## config.mk

```make
export PLATFORM = sky130hd
export DESIGN_NAME = sram_ctl
export DESIGN_NICKNAME = d
export VERILOG_FILES = /design/src/rtl/sram_ctl_pkg.sv /design/src/rtl/sram_ctl_seq.sv /design/src/rtl/sram_ctl_gap.sv /design/src/rtl/sram_ctl_io.sv /design/src/rtl/sram_ctl.sv
export SDC_FILE = /design/constraint.sdc
export NUM_CORES = 1
export LEC_CHECK = 0
export ABC_AREA = 1
export BUFFER_PORTS_ARGS = -buffer_cell sky130_fd_sc_hd__buf_4
export CORE_MARGIN = 2
export CORE_UTILIZATION = 40
export CTS_BUF_LIST = sky130_fd_sc_hd__clkbuf_16
export DETAILED_ROUTE_END_ITERATION = 8
export PLACE_DENSITY = 0.75
export REMOVE_ABC_BUFFERS = 1
export SYNTH_ARGS = -nofsm -noshare
export SYNTH_HDL_FRONTEND = slang
export SYNTH_HIERARCHICAL = 1
export SYNTH_SLANG_ARGS = --single-unit
```

## constraint.sdc

```tcl
create_clock -name clk -period 1.5 [get_ports clk]
set_input_delay 0.15 -clock clk [delete_from_list [all_inputs] [get_ports clk]]
set_output_delay 0.15 -clock clk [all_outputs]
set_load 0.01 [all_outputs]
```

## src/rtl/sram_ctl_pkg.sv

```systemverilog
package sram_ctl_pkg;

   typedef enum logic [2:0] {
      PH_IDLE   = 3'd0,
      PH_READ   = 3'd1,
      PH_WSETUP = 3'd2,
      PH_WPULSE = 3'd3,
      PH_WHOLD  = 3'd4
   } phase_t;

   typedef struct packed {
      logic ce_n;
      logic oe_n;
      logic we_n;
      logic dq_oe;
   } strobe_t;

   localparam strobe_t STROBE_IDLE = '{ce_n: 1'b1, oe_n: 1'b1, we_n: 1'b1, dq_oe: 1'b0};

   function automatic strobe_t strobe_of(phase_t ph);
      strobe_t s;
      s = STROBE_IDLE;
      case (ph)
         PH_READ:   begin s.ce_n = 1'b0; s.oe_n = 1'b0; end
         PH_WSETUP: begin s.ce_n = 1'b0; end
         PH_WPULSE: begin s.ce_n = 1'b0; s.we_n = 1'b0; s.dq_oe = 1'b1; end
         PH_WHOLD:  begin s.ce_n = 1'b0; s.dq_oe = 1'b1; end
         default:   s = STROBE_IDLE;
      endcase
      return s;
   endfunction

endpackage

```

## src/rtl/sram_ctl_seq.sv

```systemverilog
module sram_ctl_seq
   import sram_ctl_pkg::*;
#(
   parameter int RD_CYC   = 2,
   parameter int WR_PULSE = 2
) (
   input  logic   clk,
   input  logic   rst_n,
   input  logic   take,
   input  logic   take_write,
   output phase_t phase_q,
   output phase_t phase_d,
   output logic   rd_last
);

   localparam int LONGEST = (RD_CYC > WR_PULSE) ? RD_CYC : WR_PULSE;
   localparam int CNT_W   = (LONGEST < 2) ? 1 : $clog2(LONGEST);
   localparam logic [CNT_W-1:0] RD_END = CNT_W'(RD_CYC - 1);
   localparam logic [CNT_W-1:0] WR_END = CNT_W'(WR_PULSE - 1);

   logic [CNT_W-1:0] cnt_q, cnt_d;

   always_comb begin
      phase_d = phase_q;
      cnt_d   = cnt_q + 1'b1;
      case (phase_q)
         PH_IDLE: begin
            cnt_d = '0;
            if (take) phase_d = take_write ? PH_WSETUP : PH_READ;
         end
         PH_READ: begin
            if (cnt_q == RD_END) begin
               phase_d = PH_IDLE;
               cnt_d   = '0;
            end
         end
         PH_WSETUP: begin
            phase_d = PH_WPULSE;
            cnt_d   = '0;
         end
         PH_WPULSE: begin
            if (cnt_q == WR_END) begin
               phase_d = PH_WHOLD;
               cnt_d   = '0;
            end
         end
         PH_WHOLD: begin
            phase_d = PH_IDLE;
            cnt_d   = '0;
         end
         default: begin
            phase_d = PH_IDLE;
            cnt_d   = '0;
         end
      endcase
   end

   always_ff @(posedge clk) begin
      if (!rst_n) begin
         phase_q <= PH_IDLE;
         cnt_q   <= '0;
      end else begin
         phase_q <= phase_d;
         cnt_q   <= cnt_d;
      end
   end

   assign rd_last = (phase_q == PH_READ) && (cnt_q == RD_END);

endmodule

```

## src/rtl/sram_ctl_gap.sv

```systemverilog
module sram_ctl_gap #(
   parameter int TURN = 1
) (
   input  logic clk,
   input  logic rst_n,
   input  logic rd_last,
   output logic wr_ok
);

   generate
      if (TURN > 1) begin : g_count
         localparam int GW = $clog2(TURN + 1);
         logic [GW-1:0] gap_q;

         always_ff @(posedge clk) begin
            if (!rst_n)
               gap_q <= '0;
            else if (rd_last)
               gap_q <= GW'(TURN);
            else if (gap_q != '0)
               gap_q <= gap_q - 1'b1;
         end

         // the cycle holding value 1 is the TURN-th idle cycle
         assign wr_ok = (gap_q <= GW'(1));
      end else begin : g_none
         // the idle cycle after every read already covers one cycle
         logic gap_unused;
         assign gap_unused = ^{clk, rst_n, rd_last};
         assign wr_ok      = 1'b1;
      end
   endgenerate

endmodule

```

## src/rtl/sram_ctl_io.sv

```systemverilog
module sram_ctl_io
   import sram_ctl_pkg::*;
#(
   parameter int AW = 19,
   parameter int DW = 16
) (
   input  logic          clk,
   input  logic          rst_n,
   input  logic          take,
   input  logic [AW-1:0] req_addr,
   input  logic [DW-1:0] req_wdata,
   input  phase_t        phase_d,
   input  logic          rd_last,
   input  logic [DW-1:0] mem_dq_in,
   output strobe_t       pins_q,
   output logic [AW-1:0] addr_q,
   output logic [DW-1:0] wdata_q,
   output logic          rd_valid_q,
   output logic [DW-1:0] rd_data_q
);

   always_ff @(posedge clk) begin
      if (!rst_n) begin
         pins_q <= STROBE_IDLE;
      end else begin
         pins_q <= strobe_of(phase_d);
      end
   end

   always_ff @(posedge clk) begin
      if (!rst_n) begin
         addr_q  <= '0;
         wdata_q <= '0;
      end else if (take) begin
         addr_q  <= req_addr;
         wdata_q <= req_wdata;
      end
   end

   always_ff @(posedge clk) begin
      if (!rst_n) begin
         rd_valid_q <= 1'b0;
         rd_data_q  <= '0;
      end else begin
         rd_valid_q <= rd_last;
         if (rd_last) rd_data_q <= mem_dq_in;
      end
   end

endmodule

```

## src/rtl/sram_ctl.sv

```systemverilog
module sram_ctl
   import sram_ctl_pkg::*;
#(
   parameter int AW       = 19,
   parameter int DW       = 16,
   parameter int RD_CYC   = 2,
   parameter int WR_PULSE = 2,
   parameter int TURN     = 1
) (
   input  logic          clk,
   input  logic          rst_n,
   input  logic          req_valid,
   output logic          req_ready,
   input  logic          req_write,
   input  logic [AW-1:0] req_addr,
   input  logic [DW-1:0] req_wdata,
   output logic          rd_valid,
   output logic [DW-1:0] rd_data,
   output logic [AW-1:0] mem_addr,
   output logic          mem_ce_n,
   output logic          mem_oe_n,
   output logic          mem_we_n,
   output logic [DW-1:0] mem_dq_out,
   input  logic [DW-1:0] mem_dq_in,
   output logic          mem_dq_oe
);

   generate
      if (AW < 1 || DW < 1) begin : g_bad_width
         $error("sram_ctl: bus widths must be positive");
      end
      if (RD_CYC < 1) begin : g_bad_rd
         $error("sram_ctl: RD_CYC must be at least 1");
      end
      if (WR_PULSE < 1) begin : g_bad_wr
         $error("sram_ctl: WR_PULSE must be at least 1");
      end
      if (TURN < 0) begin : g_bad_turn
         $error("sram_ctl: TURN must not be negative");
      end
   endgenerate

   phase_t  phase_q, phase_d;
   logic    rd_last, wr_ok, take;
   strobe_t pins_q;

   assign req_ready = (phase_q == PH_IDLE) && (!req_write || wr_ok);
   assign take      = req_valid && req_ready;

   sram_ctl_seq #(
      .RD_CYC   (RD_CYC),
      .WR_PULSE (WR_PULSE)
   ) u_seq (
      .clk        (clk),
      .rst_n      (rst_n),
      .take       (take),
      .take_write (req_write),
      .phase_q    (phase_q),
      .phase_d    (phase_d),
      .rd_last    (rd_last)
   );

   sram_ctl_gap #(
      .TURN (TURN)
   ) u_gap (
      .clk     (clk),
      .rst_n   (rst_n),
      .rd_last (rd_last),
      .wr_ok   (wr_ok)
   );

   sram_ctl_io #(
      .AW (AW),
      .DW (DW)
   ) u_io (
      .clk        (clk),
      .rst_n      (rst_n),
      .take       (take),
      .req_addr   (req_addr),
      .req_wdata  (req_wdata),
      .phase_d    (phase_d),
      .rd_last    (rd_last),
      .mem_dq_in  (mem_dq_in),
      .pins_q     (pins_q),
      .addr_q     (mem_addr),
      .wdata_q    (mem_dq_out),
      .rd_valid_q (rd_valid),
      .rd_data_q  (rd_data)
   );

   assign mem_ce_n  = pins_q.ce_n;
   assign mem_oe_n  = pins_q.oe_n;
   assign mem_we_n  = pins_q.we_n;
   assign mem_dq_oe = pins_q.dq_oe;

endmodule

```

==> impl_metrics.env <==
export IMPL_cts_buffer_depth=2
export IMPL_topRoutingLayerUsed="met4"
export IMPL_drv_slew=0
export IMPL_row_count=26
export IMPL_ys_types=21
export IMPL_grt_util_all_layers_pct=19.5
export IMPL_crit_family="simple AND/OR/NAND/NOR gates"
export IMPL_cp_cell_sequence="inv_1, nand3_2, nor2_2, nand2_1, nor2_1, nor2_1, inv_2, nor2_1, nor2_1, nor2_1"
export IMPL_async_flop_share_pct=0
export IMPL_irDropWorstVdd_uv=819
export IMPL_hold_viol=0
export IMPL_post_drt_wl_per_cell_um=11.9
export IMPL_pin_count=112
export IMPL_p_per_area_nw_per_um2=1310
export IMPL_cts_tree="done"
export IMPL_wl_met1_mm=2.45
export IMPL_cts_buffers=9
export IMPL_synth_area_per_cell_um2=7.69
export IMPL_final_nets=452
export IMPL_finalSetupViolCount=0
export IMPL_grt_start_max_net_pins=38
export IMPL_die_area_um2=6080
export IMPL_grt_setup_unrepaired="no"
export IMPL_ys_flop_type="dfxtp_1"
export IMPL_final_core_util_pct=64.7
export IMPL_cts_sinks=60
export IMPL_antenna_left=0
export IMPL_cp_slowest_cell="dfxtp_1"
export IMPL_synthTopCellsByCount="115 x nor2_1, 60 x dfxtp_1, 48 x o21ai_0"
export IMPL_reg2regPathDepth=10
export IMPL_min_period_ns=1.37
export IMPL_critPathKind="register to register"
export IMPL_synth_edf_count=0
export IMPL_via_count=2167
export IMPL_insertion_delay_ns=0.31
export IMPL_dieWidth_um=78.0
export IMPL_cp_arrival_ns=1.57
export IMPL_yosysTopAreaCell="dfxtp_1"
export IMPL_place_gp_congestion=0.831
export IMPL_cp_num_buf_inv=2
export IMPL_fmax_mhz=729
export IMPL_area_delta_synth_final_pct=53.6
export IMPL_synth_most_common_cell="nor2_1"
export IMPL_fp_dieH_um=78.0
export IMPL_period_share_pct=91.4
export IMPL_drive_above_1_share_pct=34.3
export IMPL_holdPathStages=3
export IMPL_min_path_type="input pin to register"
export IMPL_status="completed"
export IMPL_cts_root_buf="clkbuf_16"
export IMPL_via_per_inst=4.59
export IMPL_power_mw=4.42
export IMPL_start_util_pct=42.1
export IMPL_yosysTopAreaCellShare_pct=54.8
export IMPL_crit_path_max_fanout=6
export IMPL_synth_area_um2=2190
export IMPL_tns_ns=0
export IMPL_io_buffer_count=111
export IMPL_first_pass_iters=4
export IMPL_cp_num_cells=10
export IMPL_slowest_delay_ns=0.36
export IMPL_synth_cells=285
export IMPL_wl_met3_um=584
export IMPL_dp_hpwl_mm=4.03
export IMPL_reg2reg_slack_ns=0.13
export IMPL_antenna_found_initial=0
export IMPL_critPathMostFrequentCell="nor2_1"
export IMPL_worst_setup_path_start_kind="register"
export IMPL_cp_end_kind="register"
export IMPL_n_antenna_cell=0
export IMPL_core_area_um2=5200
export IMPL_ys_warn_count=6
export IMPL_maxCapViolations=0
export IMPL_leakage_nw=1.71
export IMPL_grt_pass1_vias=2144
export IMPL_yosysSeqAreaShare_pct=54.8
export IMPL_cts_reportedPaths_clkPinSlew_ns=0.05
export IMPL_dr_wl_met2_mm=2.50
export IMPL_cp_required_ns=1.70
export IMPL_grt_pass1_wl_mm=9.35
export IMPL_htree_levels=3
export IMPL_drt_initial_drc_count=60
export IMPL_drc=0
export IMPL_netlist_top_cells_area="dfxtp_1 55%, nor2_1 20%, o21ai_0 11%"
export IMPL_grt_overflow=0
export IMPL_wl_mm=5.63
export IMPL_fin_skew_ns=0.00450
export IMPL_synth_seq_cells=60
## path summary, 6_finish.rpt
kind	startpoint	endpoint
max reg2reg	u_seq/phase_q[2]	u_io/pins_q[3]
min reg2reg	u_io/wdata_q[14]	u_io/wdata_q[14]
max	u_seq/phase_q[2]	u_io/pins_q[3]
min	req_addr[2]	u_io/addr_q[2]
## tightest hold or removal path, delay by kind of cell
kind,cells,cell delay (ns)
simple gates,2,0.11
buf+inv,1,0.08
## state kept, by name, summed over array words and instances, names as in the netlist
name             count
u_io/rd_valid_q      1
u_io/addr_q         19
u_io/rd_data_q      16
u_io/pins_q          4
u_seq/phase_q        3
u_seq/cnt_q          1
u_io/wdata_q        16
## layer usage
| layer | vias to the layer above | track usage [%] |
|---|---|---|
| met2 | 92 | 30.6 |
| met4 | 0 | 10.0 |
| met1 | 945 | 22.1 |
| met3 | 8 | 8.95 |
| li1 | 1122 | - |
| met5 | - | 0 |
## timing repair
action,CTS,global route
gates resized for setup,0,5
hold buffers,0,0
buffers inserted,0,0
setup endpoints to repair,0,3
## through the flow
stage                     std cells  cell area (um2)  setup WS, ns  hold slack [ns]
after global routing            472             3370       0.00853           0.0540
after global placement          456             3080         0.211            0.370
after CTS                       472             3350        0.0982           0.0477
after floorplan                 269             2080        -0.791            0.248
final                           472             3370         0.128           0.0579
after detailed placement        456             3080         0.119            0.377
## final cells by class
class,instances,area [um2]
fill,476,1840
timing repair buffer,117,903
clock inverter,7,52.6
tap,70,87.6
clock buffer,9,225
sequential,60,1200
multi-input combinational,191,822
inverter,18,72.6
## kinds of logic (layout without fill, tap and decap cells)
kind of cell    Yosys count  in the layout  share of synthesized area (%)
flops                    60             60                           54.8
buf+inv                  34            151                           8.45
compound gates           52             52                           11.9
other cells               1              1                          0.171
simple gates            138            138                           24.7
## cells in the final DEF (no fill, tap or decap), drive strengths merged
master and n:
nor2 116, a21oi 1, nor3 2, buf 117, nor4 1, clkinv 2
conb 1, nand4 2, bufinv 1, inv 22, nand2 13, clkbuf 9
dfxtp 60, nand3 4, o21ai 51
## where the power goes
part           switching [mW]  internal, mW
sequential             0.0699          1.74
clock                   0.618          1.24
combinational           0.377         0.370
Power figures use the tool's default switching activity.
